**config.mk**
```make
export PLATFORM = sky130hd
export DESIGN_NAME = bus_integ_unit
export DESIGN_NICKNAME = d
export VERILOG_FILES = /design/src/rtl/bus_integ_pkg.sv /design/src/rtl/bus_integ_req_gen.sv /design/src/rtl/bus_integ_txn_track.sv /design/src/rtl/bus_integ_resp_chk.sv /design/src/rtl/bus_integ_unit.sv
export SDC_FILE = /design/constraint.sdc
export NUM_CORES = 1
export LEC_CHECK = 0
export ABC_AREA = 1
export ABC_CLOCK_PERIOD_IN_PS = 2660
export BUFFER_PORTS_ARGS = -buffer_cell sky130_fd_sc_hd__buf_2
export CORE_ASPECT_RATIO = 1.2
export CORE_MARGIN = 3
export CORE_UTILIZATION = 39
export DETAILED_ROUTE_END_ITERATION = 6
export GPL_TIMING_DRIVEN = 0
export PLACE_DENSITY = 0.89
export SYNTH_ARGS = -nofsm -noshare
export SYNTH_HDL_FRONTEND = slang
export SYNTH_SLANG_ARGS = --single-unit
export TNS_END_PERCENT = 100
```
**constraint.sdc**
```tcl
create_clock -name clk -period 2.66 [get_ports clk]
set_input_delay 0.133 -clock clk [delete_from_list [all_inputs] [get_ports clk]]
set_output_delay 0.133 -clock clk [all_outputs]
set_load 0.005 [all_outputs]
```
**src/rtl/bus_integ_pkg.sv**
```systemverilog
package bus_integ_pkg;

  localparam int unsigned CODE_W = 11;
  localparam logic [CODE_W-1:0] CODE_LOAD  = 11'd1026;
  localparam logic [CODE_W-1:0] CODE_STORE = 11'd1027;
  localparam int unsigned ACHK_W = 12;
  localparam int unsigned RCHK_W = 5;

  typedef struct packed {
    logic integ;
    logic we;
  } txn_attr_t;

  // even-parity bit of a byte: XOR of its bits
  function automatic logic byte_even(input logic [7:0] b);
    return ^b;
  endfunction

  function automatic logic [ACHK_W-1:0] achk_calc(
    input logic [31:0] addr,
    input logic        we,
    input logic [3:0]  be,
    input logic [2:0]  prot,
    input logic [1:0]  memtype,
    input logic        dbg,
    input logic [5:0]  atop,
    input logic [31:0] wdata
  );
    logic [ACHK_W-1:0] c;
    for (int i = 0; i < 4; i++) begin
      c[i]   = byte_even(addr[8*i +: 8]);
      c[8+i] = byte_even(wdata[8*i +: 8]);
    end
    c[4] = ~(^{prot, memtype});
    c[5] = ~(^{be, we});
    c[6] = ~dbg;
    c[7] = ^atop;
    return c;
  endfunction

  function automatic logic [RCHK_W-1:0] rchk_calc(
    input logic [31:0] rdata,
    input logic        err
  );
    logic [RCHK_W-1:0] c;
    for (int i = 0; i < 4; i++) begin
      c[i] = byte_even(rdata[8*i +: 8]);
    end
    c[4] = err ^ 1'b0;  // exclusive-okay is tied low
    return c;
  endfunction

endpackage

```
**src/rtl/bus_integ_req_gen.sv**
```systemverilog
module bus_integ_req_gen
  import bus_integ_pkg::*;
#(
  parameter bit FETCH_SIDE = 1'b0
) (
  input  logic              req_i,
  input  logic [31:0]       addr_i,
  input  logic              we_i,
  input  logic [3:0]        be_i,
  input  logic [2:0]        prot_i,
  input  logic [1:0]        memtype_i,
  input  logic              dbg_i,
  input  logic [5:0]        atop_i,
  input  logic [31:0]       wdata_i,
  output logic              reqpar_o,
  output logic [ACHK_W-1:0] achk_o
);

  logic        eff_we;
  logic [3:0]  eff_be;
  logic [5:0]  eff_atop;
  logic [31:0] eff_wdata;

  generate
    if (FETCH_SIDE) begin : g_fetch
      assign eff_we    = 1'b0;
      assign eff_be    = 4'b1111;
      assign eff_atop  = '0;
      assign eff_wdata = '0;
    end else begin : g_data
      assign eff_we    = we_i;
      assign eff_be    = be_i;
      assign eff_atop  = atop_i;
      assign eff_wdata = wdata_i;
    end
  endgenerate

  assign reqpar_o = ~req_i;
  assign achk_o   = achk_calc(addr_i, eff_we, eff_be, prot_i, memtype_i,
                              dbg_i, eff_atop, eff_wdata);

endmodule

```
**src/rtl/bus_integ_txn_track.sv**
```systemverilog
module bus_integ_txn_track
  import bus_integ_pkg::*;
#(
  parameter int unsigned MAX_OUTST = 2
) (
  input  logic      clk,
  input  logic      rst_n,
  input  logic      req_i,
  input  logic      gnt_i,
  input  logic      rvalid_i,
  input  txn_attr_t push_attr_i,
  output txn_attr_t head_attr_o,
  output logic      empty_o,
  output logic [$clog2(MAX_OUTST+1)-1:0] cnt_o
);

  localparam int unsigned CNT_W = $clog2(MAX_OUTST + 1);
  localparam int unsigned PTR_W = (MAX_OUTST > 1) ? $clog2(MAX_OUTST) : 1;
  localparam logic [CNT_W-1:0] CNT_MAX  = CNT_W'(MAX_OUTST);
  localparam logic [PTR_W-1:0] PTR_LAST = PTR_W'(MAX_OUTST - 1);

  txn_attr_t        slots [MAX_OUTST];
  logic [PTR_W-1:0] wr_ptr, rd_ptr;
  logic [CNT_W-1:0] cnt;
  logic             full, push, pop;

  assign empty_o = (cnt == '0);
  assign full    = (cnt == CNT_MAX);
  assign pop     = rvalid_i & ~empty_o;
  assign push    = req_i & gnt_i & (~full | pop);

  function automatic logic [PTR_W-1:0] ptr_next(input logic [PTR_W-1:0] p);
    return (p == PTR_LAST) ? '0 : p + 1'b1;
  endfunction

  always_ff @(posedge clk or negedge rst_n) begin
    if (!rst_n) begin
      wr_ptr <= '0;
      rd_ptr <= '0;
      cnt    <= '0;
    end else begin
      if (push) wr_ptr <= ptr_next(wr_ptr);
      if (pop)  rd_ptr <= ptr_next(rd_ptr);
      if (push && !pop)      cnt <= cnt + 1'b1;
      else if (pop && !push) cnt <= cnt - 1'b1;
    end
  end

  always_ff @(posedge clk) begin
    if (push) slots[wr_ptr] <= push_attr_i;
  end

  assign head_attr_o = slots[rd_ptr];
  assign cnt_o       = cnt;

endmodule

```
**src/rtl/bus_integ_resp_chk.sv**
```systemverilog
module bus_integ_resp_chk
  import bus_integ_pkg::*;
(
  input  logic              integ_en_i,
  input  logic              rvalid_i,
  input  logic              rvalidpar_i,
  input  logic [31:0]       rdata_i,
  input  logic              err_i,
  input  logic [RCHK_W-1:0] rchk_i,
  input  txn_attr_t         head_attr_i,
  input  logic              empty_i,
  output logic              resp_fault_o,
  output logic              resp_we_o,
  output logic              stray_o
);

  logic [RCHK_W-1:0] rchk_exp;
  logic              active, par_bad, err_bad, data_bad;

  assign rchk_exp = rchk_calc(rdata_i, err_i);
  assign active   = integ_en_i & head_attr_i.integ & ~empty_i;
  assign par_bad  = (rvalidpar_i == rvalid_i);
  assign err_bad  = rvalid_i & (rchk_i[4] != rchk_exp[4]);
  assign data_bad = rvalid_i & ~head_attr_i.we & (rchk_i[3:0] != rchk_exp[3:0]);

  assign resp_fault_o = active & (par_bad | err_bad | data_bad);
  assign resp_we_o    = head_attr_i.we;
  assign stray_o      = rvalid_i & empty_i;

endmodule

```
**src/rtl/bus_integ_unit.sv**
```systemverilog
module bus_integ_unit
  import bus_integ_pkg::*;
#(
  parameter bit          FETCH_SIDE = 1'b0,
  parameter int unsigned MAX_OUTST  = 2
) (
  input  logic        clk,
  input  logic        rst_n,
  input  logic        integ_en_i,
  input  logic        req_i,
  input  logic [31:0] addr_i,
  input  logic        we_i,
  input  logic [3:0]  be_i,
  input  logic [2:0]  prot_i,
  input  logic [1:0]  memtype_i,
  input  logic        dbg_i,
  input  logic [5:0]  atop_i,
  input  logic [31:0] wdata_i,
  input  logic        acc_integ_i,
  input  logic        gnt_i,
  input  logic        gntpar_i,
  input  logic        rvalid_i,
  input  logic        rvalidpar_i,
  input  logic [31:0] rdata_i,
  input  logic        err_i,
  input  logic [4:0]  rchk_i,
  output logic        reqpar_o,
  output logic [11:0] achk_o,
  output logic        integ_err_o,
  output logic [10:0] integ_code_o,
  output logic        major_alert_o
);

  localparam int unsigned CNT_W = $clog2(MAX_OUTST + 1);

  // named internal events, visible to the bound checker
  txn_attr_t        push_attr, head_attr;
  logic             outst_empty;
  logic [CNT_W-1:0] outst_cnt;
  logic             addr_fault, resp_fault, resp_we, stray_rsp;
  logic             fault_any;
  logic [CODE_W-1:0] fault_code;

  bus_integ_req_gen #(.FETCH_SIDE(FETCH_SIDE)) u_req_gen (
    .req_i     (req_i),
    .addr_i    (addr_i),
    .we_i      (we_i),
    .be_i      (be_i),
    .prot_i    (prot_i),
    .memtype_i (memtype_i),
    .dbg_i     (dbg_i),
    .atop_i    (atop_i),
    .wdata_i   (wdata_i),
    .reqpar_o  (reqpar_o),
    .achk_o    (achk_o)
  );

  assign push_attr.integ = acc_integ_i;
  assign push_attr.we    = FETCH_SIDE ? 1'b0 : we_i;

  bus_integ_txn_track #(.MAX_OUTST(MAX_OUTST)) u_track (
    .clk         (clk),
    .rst_n       (rst_n),
    .req_i       (req_i),
    .gnt_i       (gnt_i),
    .rvalid_i    (rvalid_i),
    .push_attr_i (push_attr),
    .head_attr_o (head_attr),
    .empty_o     (outst_empty),
    .cnt_o       (outst_cnt)
  );

  bus_integ_resp_chk u_resp_chk (
    .integ_en_i   (integ_en_i),
    .rvalid_i     (rvalid_i),
    .rvalidpar_i  (rvalidpar_i),
    .rdata_i      (rdata_i),
    .err_i        (err_i),
    .rchk_i       (rchk_i),
    .head_attr_i  (head_attr),
    .empty_i      (outst_empty),
    .resp_fault_o (resp_fault),
    .resp_we_o    (resp_we),
    .stray_o      (stray_rsp)
  );

  // address phase: grant parity must be the complement of grant
  assign addr_fault = integ_en_i & acc_integ_i & req_i & (gntpar_i == gnt_i);
  assign fault_any  = addr_fault | resp_fault;

  // the response belongs to an older access, so it wins the code
  always_comb begin
    fault_code = '0;
    if (resp_fault)      fault_code = resp_we ? CODE_STORE : CODE_LOAD;
    else if (addr_fault) fault_code = push_attr.we ? CODE_STORE : CODE_LOAD;
  end

  always_ff @(posedge clk or negedge rst_n) begin
    if (!rst_n) begin
      integ_err_o   <= 1'b0;
      integ_code_o  <= '0;
      major_alert_o <= 1'b0;
    end else begin
      integ_err_o   <= fault_any;
      integ_code_o  <= fault_code;
      major_alert_o <= fault_any | stray_rsp;
    end
  end

endmodule

```
==> impl_metrics.csv <==
group,metric,value,unit
cells_and_area,multiInputGateArea,1260,µm²
worst_hold_path,whs_path_depth,1,
yosys,synth_cells,242,
clocking,htreeDepth,1,
yosys,syn_area,1720,µm²
route,viasPerCell,4.44,
cells_and_area,antenna_cells,0,
place,hpwl,4520,µm
critical_path,start_kind,"flip-flop",
clocking,cts_tree,"built",
global_routing,grtUsageMet2,40.2,%
timing,grt_setup_unrepaired,"false",
floorplan,die_area,5250,µm²
route,finalWirelength,4970,µm
yosys,yosysSeqAreaShare,17.1,%
place,dpl_worst_slack,1.12,ns
timing,fin_ws,1.12,ns
clocking,clock_latency,0.24,ns
power,ir_worst_vdd,352,µV
floorplan,rows,25,
floorplan,die_x,66.7,µm
cells_and_area,areaGrowthSynthToFinish,50.8,%
flow_run,drv_cap,0,
global_routing,grt_pass1_wl,7760,µm
yosys,ys_top_cells_by_area,"xnor2_1 (36%), nand2_1 (12%), xor2_1 (12%), dfrtp_1 (10%), edfxtp_1 (7.0%)",
cells_and_area,fin_util,63.4,%
critical_path,criticalPathCategory,"flip-flop to flip-flop",
yosys,synth_edf_count,4,
yosys,synth_top_area_share,35.6,%
clocking,path_clk_slew,0.05,ns
clocking,cts_root_buffer,"clkbuf_8",
global_routing,antenna_found_initial,0,
cells_and_area,drive_gt1_share,42.1,%
route,ant_nets,0,
global_routing,grtUsageMet3,3.54,%
yosys,yosys.area.top_type,"xnor2_1",
timing,fin_crit,1.54,ns
cells_and_area,seq_area,295,µm²
route,drtPass1Iterations,6,
route,initialDrtViolationCount,40,
clocking,cts_buffers,3,
place,place_congestion,0.784,
cells_and_area,fin_nets,529,
worst_hold_path,hp-class,"primary input to flip-flop",
critical_path,reg2reg_depth,8,
critical_path,reg2reg_slack,1.12,ns
route,vias,2010,
power,p_total,1.09,mW
critical_path,worstPathRequired,2.79,ns
clocking,cts.sinks,11,
timing,slew_viol_final,0,
power,p_leak,1.47,nW
cells_and_area,num-fill-cells,353,
clocking,cts_setup_buffers,0,
clocking,cts_buffer_depth,2,
critical_path,crit_path_top_delay_cell,"dfrtp_1",
place,io_buffers,145,
global_routing,top_usage_layer,"met2",
route,drcViolationCount,0,
timing,tns,0,ns
global_routing,grt-ovfl-total,0,
timing,hold_viol,0,
critical_path,path_max_fanout,3,
yosys,ys.flop_type,"dfrtp_1",
critical_path,max_stage_delay,0.40,ns
timing,clock_skew,0.00410,ns
global_routing,grt_max_degree,8,
critical_path,end_kind,"flip-flop",
yosys,synth.most_common_cell,"xnor2_1",
timing,fmax,649,MHz
run_status,status,"completed",
critical_path,path_cells,"inv_1, nand3_1, nand3_1, inv_1, ha_1, a21oi_1, o21ai_0, xnor2_1",
global_routing,grt_usage,18.5,%
yosys,yosysWarnings,0,
floorplan,boundaryPins,154,
floorplan,coreArea,4100,µm²
yosys,ys_ff_latch,11,
global_routing,grt_pass1_vias,2044,
yosys,ys_types,16,
power,power_density,420,nW/µm²
timing,finalSetupViolCount,0,
floorplan,initial_core_util,42.0,%
yosys,synth_async_sr_flop_share,63.6,%
global_routing,grt_use_met1,15.3,%
timing,fin_crit_sh,57.9,%
route,wire_per_inst,11.0,µm
yosys,syn-mean-instance-area,7.12,µm²
yosys,ys_top_cells_by_count,"xnor2_1 (70), nand2_1 (54), inv_1 (30)",
critical_path,critical_path_arrival,1.67,ns
floorplan,die_h,78.8,µm
[power by group]
group,total (mW),internal (mW),switching (mW)
Sequential,0.263,0.230,0.0329
Combinational,0.658,0.349,0.309
Clock,0.170,0.105,0.0643
Total,1.09,0.685,0.406
[layout by cell type, fill, tap and decap left out, types with 2 or more instances in the layout]
cell type,instances
edfxtp_1,4
dfrtp_1,7
xnor2_1,70
conb_1,8
buf_4,10
clkbuf_8,3
nand2_1,54
o21ai_0,4
nand2_2,8
inv_1,30
inv_2,2
nand3_1,16
buf_2,145
xor2_1,23
nor2_1,10
[flip-flops by register name, summed over array words and instances (netlist names)]
| signal | flops |
|---|---|
| u_track.cnt_o | 2 |
| u_track.slots | 4 |
| integ_code_o | 2 |
| major_alert_o | 1 |
| u_track.rd_ptr | 1 |
| u_track.wr_ptr | 1 |
[metal layers]
layer  share of wire (%)  wire length, µm
met5                   0                0
met3                  13              633
met2                  56             2780
met1                  29             1460
met4                 1.8               88
[path summary, 6_finish.rpt]
kind | start | endpoint
setup / recovery | u_track.cnt_o[0]$_DFFE_PN0P_ | u_track.cnt_o[1]$_DFFE_PN0P_
hold / removal | acc_integ_i | u_track.slots[0][1]$_DFFE_PP_
setup reg to reg | u_track.cnt_o[0]$_DFFE_PN0P_ | u_track.cnt_o[1]$_DFFE_PN0P_
max in group asynchronous | rst_n | integ_code_o[1]$_DFF_PN0_
min in group asynchronous | rst_n | integ_code_o[0]$_DFF_PN0_
hold reg to reg | u_track.cnt_o[0]$_DFFE_PN0P_ | u_track.cnt_o[0]$_DFFE_PN0P_
[per-stage QoR]
stage	hold WS, ns	std cells	instance area, µm²
after floorplan	-0.163	249	1750
after global placement	-0.0231	448	2540
after detailed placement	-0.0225	448	2540
after CTS	0.103	453	2600
after global routing	0.105	453	2600
final	0.0998	453	2600
[critical path, delay by kind of cell, from the launching register on]
family / cells / cell delay [ns]
xor+xnor: 1 / 0.14
fa+ha+maj: 1 / 0.31
flops: 1 / 0.40
simple gates: 2 / 0.20
compound gates: 2 / 0.22
buf+inv: 2 / 0.17
[what timing repair did]
item,4_1_cts,5_1_grt
endpoints found under the hold margin,7,0
hold buffers,1,0
gates resized for setup,0,0
[layout make-up]
class	count	area share (%)
plain buffers	10	2.89
clock buffers	4	1.73
inverters	32	4.62
multi-input cells	196	48.5
flip-flops and latches	11	11.4
well taps	54	2.60
repair buffers	146	28.3
[logic make-up after synthesis]
logic type / share of synthesized area [%]
AO/OA/AOI/OAI: 1.45
XOR/XNOR: 47.3
adder cells (fa/ha/maj): 0.726
buffers and inverters: 11.3
flip-flops: 17.1
other: 0.218
AND/OR/NAND/NOR: 21.9
Power figures use the tool's default switching activity.
